### config.mk
export PLATFORM = sky130hd
export DESIGN_NAME = sw_timer_irq
export DESIGN_NICKNAME = d
export VERILOG_FILES = /design/src/rtl/sti_pkg.sv /design/src/rtl/sti_countdown.sv /design/src/rtl/sti_sticky_flag.sv /design/src/rtl/sti_irq_merge.sv /design/src/rtl/sw_timer_irq.sv
export SDC_FILE = /design/constraint.sdc
export NUM_CORES = 1
export LEC_CHECK = 0
export CORE_MARGIN = 2
export CORE_UTILIZATION = 41
export DETAILED_ROUTE_END_ITERATION = 7
export DONT_BUFFER_PORTS = 1
export GPL_ROUTABILITY_DRIVEN = 0
export PLACE_DENSITY = 0.62
export REMOVE_ABC_BUFFERS = 1
export SYNTH_ARGS = -nofsm -noshare
export SYNTH_HDL_FRONTEND = slang
export SYNTH_SLANG_ARGS = --single-unit
### constraint.sdc
create_clock -name clk -period 2.7 [get_ports clk]
set_input_delay 0.405 -clock clk [delete_from_list [all_inputs] [get_ports clk]]
set_output_delay 0.405 -clock clk [all_outputs]
set_load 0.02 [all_outputs]
### src/rtl/sti_pkg.sv
package sti_pkg;
  // Source indices; each source owns clear bit [i] and enable bit [NSRC+i].
  localparam int unsigned SRC_TMR = 0;
  localparam int unsigned SRC_ERR = 1;
  localparam int unsigned NSRC    = 2;
  localparam int unsigned WD_W    = 2 * NSRC;
endpackage

### src/rtl/sti_countdown.sv
module sti_countdown #(
  parameter int unsigned W = 6
) (
  input  logic         clk,
  input  logic         hard_rst,
  input  logic         restart,
  input  logic         tick_en,
  input  logic [W-1:0] reload_val,
  output logic [W-1:0] cnt_o,
  output logic         expire_o
);
  localparam logic [W-1:0] ZERO = '0;
  localparam logic [W-1:0] ONE  = {{(W-1){1'b0}}, 1'b1};

  logic at_zero;
  assign at_zero  = (cnt_o == ZERO);
  assign expire_o = tick_en & ~restart & ~hard_rst & at_zero;

  always_ff @(posedge clk) begin
    if (hard_rst || restart) begin
      cnt_o <= reload_val;
    end else if (tick_en) begin
      cnt_o <= at_zero ? reload_val : (cnt_o - ONE);
    end
  end
endmodule

### src/rtl/sti_sticky_flag.sv
module sti_sticky_flag (
  input  logic clk,
  input  logic hard_rst,
  input  logic set_i,
  input  logic clr_i,
  output logic flag_o
);
  always_ff @(posedge clk) begin
    if (hard_rst)   flag_o <= 1'b0;
    else if (set_i) flag_o <= 1'b1;   // set outranks clear
    else if (clr_i) flag_o <= 1'b0;
  end
endmodule

### src/rtl/sti_irq_merge.sv
module sti_irq_merge #(
  parameter int unsigned N = 2
) (
  input  logic         clk,
  input  logic         hard_rst,
  input  logic [N-1:0] flags,
  input  logic [N-1:0] enables,
  output logic         irq_n_o
);
  always_ff @(posedge clk) begin
    if (hard_rst) irq_n_o <= 1'b1;
    else          irq_n_o <= ~|(flags & enables);
  end
endmodule

### src/rtl/sw_timer_irq.sv
module sw_timer_irq
  import sti_pkg::*;
#(
  parameter int unsigned RELOAD_W = 6
) (
  input  logic                clk,
  input  logic                hard_rst,
  input  logic                soft_rst,
  input  logic                stop,
  input  logic                tick_en,
  input  logic [RELOAD_W-1:0] reload_val,
  input  logic                err_evt,
  input  logic                host_wr,
  input  logic [WD_W-1:0]     host_wdata,
  output logic [RELOAD_W-1:0] count_o,
  output logic                tmr_flag_o,
  output logic                err_flag_o,
  output logic                tmr_en_o,
  output logic                err_en_o,
  output logic                irq_n_o
);
  logic            expire;
  logic [NSRC-1:0] set_v;
  logic [NSRC-1:0] clr_v;
  logic [NSRC-1:0] flag_v;
  logic [NSRC-1:0] en_q;

  sti_countdown #(.W(RELOAD_W)) u_cnt (
    .clk        (clk),
    .hard_rst   (hard_rst),
    .restart    (soft_rst | stop),
    .tick_en    (tick_en),
    .reload_val (reload_val),
    .cnt_o      (count_o),
    .expire_o   (expire)
  );

  assign set_v[SRC_TMR] = expire;
  assign set_v[SRC_ERR] = err_evt;

  for (genvar i = 0; i < NSRC; i++) begin : g_src
    assign clr_v[i] = host_wr & host_wdata[i];

    sti_sticky_flag u_flag (
      .clk      (clk),
      .hard_rst (hard_rst),
      .set_i    (set_v[i]),
      .clr_i    (clr_v[i]),
      .flag_o   (flag_v[i])
    );

    always_ff @(posedge clk) begin
      if (hard_rst)     en_q[i] <= 1'b0;
      else if (host_wr) en_q[i] <= host_wdata[NSRC + i];
    end
  end

  sti_irq_merge #(.N(NSRC)) u_irq (
    .clk      (clk),
    .hard_rst (hard_rst),
    .flags    (flag_v),
    .enables  (en_q),
    .irq_n_o  (irq_n_o)
  );

  assign tmr_flag_o = flag_v[SRC_TMR];
  assign err_flag_o = flag_v[SRC_ERR];
  assign tmr_en_o   = en_q[SRC_TMR];
  assign err_en_o   = en_q[SRC_ERR];
endmodule

==> flow_summary.yaml, run 1 <==
power_and_ir_drop:
  switchingPower_mw: 0.103
  p_per_area_nw_per_um2: 577
  p_comb_frac: 0.119
  p_int_mw: 0.272
  irDropWorstVdd_uv: 325
  p_leak_nw: 0.253
  seqPwrFrac: 0.586
  swShare: 0.275
  p_clk_frac: 0.295
clocking:
  postCtsSetupBuffers: 0
  cts_made_buffers: 3
  cts_hold_buf: 0
  clk_pin_slew_ps: 70
  clkLatencyLatePin_ps: 270
  cts_max_path_buffers: 2
  cts_resized: 0
  cts_tree: "yes"
  htree_levels: 1
  clock_sinks: 11
  root_buffer: "clkbuf_4"
timing:
  report.final.slew_viol_count: 0
  maxSlewHeadroom: 0.722
  setup_tns_ps: 0
  hold_viol_final: 0
  clock_skew_ps: 1.33
  max_freq_mhz: 534
  holdWs_ps: 199
  setup_viol_count_final: 0
  rsz0062_at_grt: "false"
  fin_crit_sh: 0.693
  max_slew.worst_pin.slew_ps: 417
  fin_crit_ps: 1870
die:
  fp.coreArea_sq_um: 1330
  dieArea_sq_um: 1800
  std_cell_rows: 13
  start_util: 0.453
  dieHeight_microns: 42.4
  die_w_microns: 42.4
  io_pins: 28
cells_and_area:
  drive_above_1_share: 0.208
  final_core_util: 0.487
  layout_common_cells: "edfxtp_1 (6), dfxtp_1 (5)"
  layout_commonest_cell: "edfxtp_1"
  n_antenna_cell: 0
  area.growth.synth_to_final_pct: 7.45
  final_nets: 73
global_route:
  gr-usage-all-layers: 0.154
  overflow: 0
  grt_first_pass_wirelength_mm: 1.97
  antenna_found_initial: 0
  grt_start_max_net_pins: 8
  grt_pass1_vias: 456
flow_run:
  maxCapViolCount: 0
worst_hold_path:
  hold_start: "hard_rst"
  hold_class: "in2reg"
  hold_path_depth: 1
  holdPathEnd: "err_en_o$_SDFFE_PP0P_"
detailed_routing:
  vias_per_cell: 5.71
  drc: 0
  dr.pass1.iters: 3
  drt_iter0_markers: 1
  wirelength_mm: 1.14
  wire_per_inst_microns: 16.7
  via_count: 388
  ant_nets: 0
setup_path:
  r2r-start: "u_cnt.cnt_o[0]$_DFFE_PP_"
  r2r-end: "u_cnt.cnt_o[3]$_DFFE_PP_"
  critPathKind: "reg2reg"
  critical_path_required_ps: 2720
  cp_max_fo: 6
  reg2reg_depth: 5
  arrival_ps: 1890
  cp-end-kind: "flop"
  crit_path_start_kind: "flop"
  reg2reg_slack_ps: 830
synth:
  seq_area_frac_synth: 0.464
  synth_seq_cells: 11
  ys_warn_count: 0
  synth_area_sq_um: 604
  yosysUniqueCellTypes: 24
  synth_cells: 49
  syn_area_per_cell_sq_um: 12.3
placement:
  dp_hpwl_microns: 891
  port_buffers: 0
outcome:
  status: "finished, final reports clean"
## Yosys cell counts, drive strengths merged
library cell / number / area (sq um)
mux2i: 4 / 40.0
a21oi: 2 / 21.3
nand2b: 1 / 6.26
mux2: 4 / 60.1
nor4b: 1 / 23.8
o21a: 1 / 7.51
or2: 1 / 6.26
nand2: 1 / 3.75
a21boi: 1 / 7.51
or3: 1 / 11.3
nor3: 3 / 15.0
inv: 4 / 15.0
nor2: 4 / 15.0
dfxtp: 5 / 100
xor2: 2 / 17.5
edfxtp: 6 / 180
a41oi: 1 / 8.76
a22oi: 1 / 7.51
ha: 2 / 25.0
nor3b: 1 / 7.51
a2bb2oi: 1 / 8.76
a211oi: 1 / 7.51
xnor2: 1 / 8.76
## stage by stage
step	setup WS [ps]	cells	cell area, sq um	power, mW
after detailed placement	829	64	623	0.267
after floorplan	964	49	604	0.258
after CTS	813	68	649	0.379
after global routing	736	68	649	0.402
final	828	68	649	0.375
after global placement	900	64	623	0.264
## power by group through the flow
stage,Combinational [mW],Clock [mW],Sequential (mW)
2_1_floorplan,0.0379,0,0.220
3_3_place_gp,0.0411,0,0.223
3_5_place_dp,0.0441,0,0.223
4_1_cts,0.0450,0.114,0.220
5_1_grt,0.0504,0.130,0.222
6_report,0.0445,0.111,0.220
## layer usage
layer	global-route usage	up-vias	share of wire
li1	-	187	-
met1	0.153	172	0.38
met2	0.249	26	0.48
met3	0.0948	3	0.13
met4	0.0750	0	0.018
met5	0	-	0
## logic make-up after synthesis
group	count (synthesis)	synth area share
multiplexers	8	0.166
AND/OR/NAND/NOR	13	0.147
adder cells (fa/ha/maj)	2	0.0414
XOR/XNOR	3	0.0435
AO/OA/AOI/OAI	8	0.114
flip-flops	11	0.464
buffers and inverters	4	0.0248
## state kept, by name, summed over array words and instances (netlist names)
signal               cells
err_en_o                 1
g_src.u_flag.flag_o      2
tmr_en_o                 1
u_cnt.cnt_o              6
u_irq.irq_n_o            1
## worst max-delay path by stage
stage	endpoint	startpoint	slack, ps
after detailed placement	u_cnt.cnt_o[0]$_DFFE_PP_	u_cnt.cnt_o[0]$_DFFE_PP_	830
final	u_cnt.cnt_o[3]$_DFFE_PP_	u_cnt.cnt_o[0]$_DFFE_PP_	830
after global routing	u_cnt.cnt_o[3]$_DFFE_PP_	u_cnt.cnt_o[0]$_DFFE_PP_	740
after floorplan	u_cnt.cnt_o[0]$_DFFE_PP_	u_cnt.cnt_o[0]$_DFFE_PP_	960
after CTS	u_cnt.cnt_o[0]$_DFFE_PP_	u_cnt.cnt_o[0]$_DFFE_PP_	810
after global placement	u_cnt.cnt_o[3]$_DFFE_PP_	u_cnt.cnt_o[0]$_DFFE_PP_	900
## layout make-up
| cell class | count | area (sq um) |
|---|---|---|
| fillers | 134 | 684 |
| multi-input cells | 34 | 309 |
| flip-flops and latches | 11 | 280 |
| clock buffers | 4 | 26.3 |
| well taps | 15 | 18.8 |
| inverters | 4 | 15.0 |
## worst max-delay path: stages (launching register included)
cell	delay, ps
edfxtp_1	490
inv_1	130
ha_1	220
nor4b_4	150
a21oi_4	310
mux2_4	330
Power figures use the tool's default switching activity.
==> run 2: changes to the inputs <==
Settings changed: PLACE_DENSITY 0.62 to 0.64.
Clock period 2.7 ns to 1.58 ns, I/O delays scaled along.
==> run 2 against run 1 <==
Against the previous run:
- the run now ends with negative setup slack left
- largest cell class unchanged
- combinational power increased to 3.5 times the previous value
- sequential share of layout area is 7.3 points lower
- clock skew rose by 0.83 ps
- highest routed layer unchanged
- hold slack worse by 170 ps
- wire length is 12% higher
- largest power group unchanged
- via count rose by 13%
- sequential cell count unchanged
- clock-buffer cell count unchanged
- non-clock buffer count is 13 higher
- maximum frequency increased by 16%
==> flow_summary.yaml, run 2 (same netlist as run 1, synthesis figures left out) <==
outcome:
  status: "finished with violations"
  failed_checks: "negative setup slack"
clocking:
  htree_levels: 1
  cts_tree: "yes"
  cts_made_buffers: 3
  clkLatencyLatePin_ps: 270
  cts_max_path_buffers: 2
  cts_hold_buf: 0
  root_buffer: "clkbuf_4"
  clk_pin_slew_ps: 70
  clock_sinks: 11
power_and_ir_drop:
  p_clk_frac: 0.275
  p_int_mw: 0.502
  power.total_mw: 0.696
  swShare: 0.278
  switchingPower_mw: 0.194
  irDropWorstVdd_uv: 422
  p_leak_nw: 0.321
  p_per_area_nw_per_um2: 890
  p_comb_frac: 0.221
  seqPwrFrac: 0.504
timing:
  hold_viol_final: 0
  max_slew.worst_pin.slew_ps: 317
  setup_viol_count_final: 4
  setup_slack_ps: -37.0
  fin_crit_sh: 1.02
  rsz0062_at_grt: "true"
  report.final.slew_viol_count: 0
  fin_crit_ps: 1620
  max_freq_mhz: 618
  maxSlewHeadroom: 0.788
  clock_skew_ps: 2.16
  holdWs_ps: 30.2
die:
  die_w_microns: 42.4
  std_cell_rows: 13
  io_pins: 28
  fp.coreArea_sq_um: 1330
  dieArea_sq_um: 1800
  dieHeight_microns: 42.4
  start_util: 0.453
detailed_routing:
  drt_iter0_markers: 9
  wire_per_inst_microns: 15.7
  drc: 0
  vias_per_cell: 5.40
  dr.pass1.iters: 4
  ant_nets: 0
  via_count: 437
  wirelength_mm: 1.27
placement:
  dp_hpwl_microns: 937
  port_buffers: 0
  dp.cells: 74
global_route:
  grt_start_max_net_pins: 8
  grt_pass1_vias: 443
  gr-usage-all-layers: 0.152
  overflow: 0
  grt_first_pass_wirelength_mm: 2.02
  antenna_found_initial: 0
setup_path:
  arrival_ps: 1640
  timing.critical_path.cells: "inv_2 -> ha_4 -> nor4b_4 -> a21oi_4 -> mux2_4"
  critical_path_required_ps: 1600
  worst-path-stages: 5
  critPathKind: "reg2reg"
  reg2reg_depth: 5
  crit_path_start_kind: "flop"
  critical-path-top-delay-family: "flip-flops"
  cp-end-kind: "flop"
  slowest_delay_ps: 420
  cp_max_fo: 6
  path_buf_inv: 1
  critPathSlowestCell: "edfxtp_1"
cells_and_area:
  largest-register: "u_cnt.cnt_o"
  layout_commonest_cell: "buf_4"
  n_antenna_cell: 0
  largest_register_ffs: 6
  final_core_util: 0.586
  reg_top3: "u_cnt.cnt_o: 6 flops, g_src.u_flag.flag_o: 2 flops"
  fin_cells: 81
  drive_above_1_share: 0.455
  layout_common_cells: "buf_4 (12), edfxtp_1 (6), dfxtp_1 (5)"
  area.growth.synth_to_final_pct: 29.4
  n_fill_cell: 120
  final_nets: 86
flow_run:
  maxCapViolCount: 0
worst_hold_path:
  hold_class: "in2reg"
  hold_path_depth: 1
-- run 2: path summary, 6_finish.rpt --
| check | startpoint | endpoint | slack [ps] |
|---|---|---|---|
| max | u_cnt.cnt_o[0]$_DFFE_PP_ | u_cnt.cnt_o[2]$_DFFE_PP_ | -40 |
| min | hard_rst | tmr_en_o$_SDFFE_PP0P_ | 30 |
| max reg2reg | u_cnt.cnt_o[0]$_DFFE_PP_ | u_cnt.cnt_o[2]$_DFFE_PP_ | -40 |
| min reg2reg | err_en_o$_SDFFE_PP0P_ | err_en_o$_SDFFE_PP0P_ | 620 |
-- run 2: area by class of cell --
type	count	area, sq um	share of cell area
Clock buffer	4	26.3	0.0336
Inverter	4	15.0	0.0192
Multi-Input combinational cell	34	340	0.435
Sequential cell	11	280	0.358
Tap cell	15	18.8	0.0240
Timing Repair Buffer	13	101	0.130
-- run 2: through the flow --
stage	setup slack (ps)	setup TNS (ps)	cell area (sq um)
2_1_floorplan	-156	-623	604
3_3_place_gp	-26.5	-55.5	698
3_5_place_dp	-47.4	-155	698
4_1_cts	-16.1	-44.2	764
5_1_grt	-92.6	-418	782
6_report	-37.0	-115	782
-- run 2: repair_timing --
item	4_1_cts	5_1_grt
pin swaps	2	0
setup buffers	3	0
gates resized for setup	5	4
setup endpoints to repair	4	6
-- run 2: routing by layer --
| metal | global-route usage | wire length [microns] | vias to the layer above |
|---|---|---|---|
| met4 | 0.0563 | 10 | 0 |
| li1 | - | - | 214 |
| met3 | 0.0474 | 46 | 2 |
| met1 | 0.198 | 571 | 210 |
| met2 | 0.234 | 640 | 11 |
| met5 | 0 | 0 | - |
-- run 2: power by group through the flow --
stage               sequential, mW  clock [mW]  combinational (mW)
floorplan                    0.376           0              0.0647
global placement             0.354           0               0.129
detailed placement           0.356           0               0.130
CTS                          0.350       0.199               0.145
global route                 0.353       0.217               0.166
finish                       0.351       0.191               0.154
==> run 3: changes to the inputs <==
--- a/config.mk
+++ b/config.mk
@@ -11,6 +11,6 @@
 export DONT_BUFFER_PORTS = 1
 export GPL_ROUTABILITY_DRIVEN = 0
-export PLACE_DENSITY = 0.64
 export REMOVE_ABC_BUFFERS = 1
+export SLEW_MARGIN = 0
 export SYNTH_ARGS = -nofsm -noshare
 export SYNTH_HDL_FRONTEND = slang
==> constraint.sdc (replaced) <==
create_clock -name clk -period 1.58 [get_ports clk]
set_input_delay 0.237 -clock clk [delete_from_list [all_inputs] [get_ports clk]]
set_output_delay 0.237 -clock clk [all_outputs]
set_load 0.05 [all_outputs]
==> run 3 against run 2 <==
Against the previous run:
- the run still ends with negative setup slack left
- sequential power decreased by 3%
- hold slack got worse by 9.0 ps
- register-to-register slack worse by 30 ps
- core utilization rose by 3.4 points
- largest cell class unchanged
- clock power rose by 6%
- critical path depth did not move
- sequential share of layout area decreased by 2.0 points
- sequential cell count unchanged
- wire length up 24%
- worst setup slack worse by 28 ps
- first-iteration DRC count decreased by 56%
- critical path type unchanged
- combinational power rose by 47%
==> flow_summary.yaml, run 3 (same netlist as run 1, synthesis figures left out) <==
outcome:
  status: "finished with violations"
  failed_checks: "negative setup slack"
global_route:
  antenna_found_initial: 0
  grt_start_max_net_pins: 8
  grt_pass1_vias: 504
  overflow: 0
  gr-usage-all-layers: 0.178
  grt_first_pass_wirelength_mm: 2.27
cells_and_area:
  drive_above_1_share: 0.507
  final_nets: 93
  layout_common_cells: "buf_4 (20), edfxtp_1 (6), dfxtp_1 (5)"
  area.growth.synth_to_final_pct: 36.9
  layout_commonest_cell: "buf_4"
  n_antenna_cell: 0
  reg_top3: "u_cnt.cnt_o: 6 flops, g_src.u_flag.flag_o: 2 flops"
  largest_register_ffs: 6
  largest-register: "u_cnt.cnt_o"
detailed_routing:
  wirelength_mm: 1.58
  via_count: 487
  drc: 0
  drt_iter0_markers: 4
  vias_per_cell: 5.53
  dr.pass1.iters: 4
  wire_per_inst_microns: 17.9
  ant_nets: 0
placement:
  preCtsSetupSlack_ps: -90.6
  port_buffers: 0
  dp_hpwl_mm: 1.11
setup_path:
  arrival_ps: 1670
  critPathKind: "reg2reg"
  path_buf_inv: 1
  timing.critical_path.cells: "inv_2 -> ha_4 -> nor4b_4 -> a21oi_4 -> mux2_4"
  critical_path_required_ps: 1610
  cp_max_fo: 6
  slowest_delay_ps: 420
  critical-path-top-delay-family: "flip-flops"
  critPathSlowestCell: "edfxtp_1"
  cp-end-kind: "flop"
  crit_path_start_kind: "flop"
timing:
  report.final.slew_viol_count: 0
  max_slew.worst_pin.slew_ps: 474
  hold_viol_final: 0
  setup_tns_ps: -248
  fin_crit_sh: 1.04
  rsz0062_at_grt: "true"
  setup_viol_count_final: 5
  fin_crit_ps: 1650
  setup_slack_ps: -65.0
  max_freq_mhz: 608
  clock_skew_ps: 5.05
  holdWs_ps: 21.2
  maxSlewHeadroom: 0.684
clocking:
  clk_pin_slew_ps: 80
  cts_tree: "yes"
  htree_levels: 1
  cts_made_buffers: 3
  cts_max_path_buffers: 2
  root_buffer: "clkbuf_4"
  cts_hold_buf: 0
  clock_sinks: 11
  clkLatencyLatePin_ps: 280
power_and_ir_drop:
  p_leak_nw: 0.354
  irDropWorstVdd_uv: 626
  p_per_area_nw_per_um2: 932
die:
  die_w_microns: 42.4
  start_util: 0.453
  dieHeight_microns: 42.4
  fp.coreArea_sq_um: 1330
  io_pins: 28
  std_cell_rows: 13
  dieArea_sq_um: 1800
worst_hold_path:
  hold_class: "in2reg"
flow_run:
  maxCapViolCount: 0
==> run 3: cell types whose count changed in the layout (fill, tap and decap cells not counted) <==
cell	before	now
buf_4	12	20
a211oi_1	1	0
a211oi_2	0	1
buf_6	1	0
ha_1	0	1
ha_2	1	0
nor3b_2	0	1
nor3b_4	1	0
==> run 3: what timing repair did <==
item	in CTS	in global routing
pin swaps	2	0
endpoints found under the hold margin	0	0
buffers inserted	4	1
endpoints found under the setup margin	4	5
resized for setup	5	2
==> run 3: worst paths after layout <==
| kind | startpoint | endpoint | slack, ps | depth (start not counted) |
|---|---|---|---|---|
| worst max-delay path | u_cnt.cnt_o[0]$_DFFE_PP_ | u_cnt.cnt_o[2]$_DFFE_PP_ | -70 | 5 |
| worst min-delay path | hard_rst | g_src[1].u_flag.flag_o$_SDFFE_PP0P_ | 20 | 1 |
| worst max register to register | u_cnt.cnt_o[0]$_DFFE_PP_ | u_cnt.cnt_o[2]$_DFFE_PP_ | -70 | 5 |
| worst min register to register | g_src[0].u_flag.flag_o$_SDFFE_PP0P_ | u_irq.irq_n_o$_SDFF_PP1_ | 600 | 2 |
==> run 3: routing by layer <==
layer / vias to the layer above / part of all wire / track usage
li1: 226 / - / -
met1: 242 / 0.40 / 0.193
met2: 16 / 0.52 / 0.305
met3: 3 / 0.060 / 0.0603
met4: 0 / 0.017 / 0.0938
met5: - / 0 / 0
==> run 3: area by class of cell <==
| class | instances | area (sq um) |
|---|---|---|
| fillers | 105 | 507 |
| multi-input cells | 34 | 337 |
| flip-flops and latches | 11 | 280 |
| repair buffers | 20 | 150 |
| clock buffers | 4 | 26.3 |
| well taps | 15 | 18.8 |
| inverters | 4 | 15.0 |
==> run 3: power breakdown <==
| group | internal [mW] | switching (mW) | total [mW] |
|---|---|---|---|
| sequential | 0.324 | 0.0175 | 0.341 |
| clock | 0.0981 | 0.105 | 0.203 |
| combinational | 0.0923 | 0.134 | 0.227 |
==> run 3: stage by stage <==
| stage | util | total power [mW] | instances | instance area [sq um] |
|---|---|---|---|---|
| final | 0.620 | 0.771 | 88 | 827 |
| after global routing | 0.620 | 0.795 | 88 | 827 |
| after CTS | 0.607 | 0.767 | 87 | 810 |
| after detailed placement | 0.552 | 0.547 | 79 | 736 |
| after global placement | 0.552 | 0.537 | 79 | 736 |
| after floorplan | - | 0.484 | 49 | 604 |
==> run 3: worst register-to-register path, stage by stage, from the launching register on <==
cell and delay (ps):
edfxtp_1 420, inv_2 120, ha_4 130, nor4b_4 250, a21oi_4 150, mux2_4 330
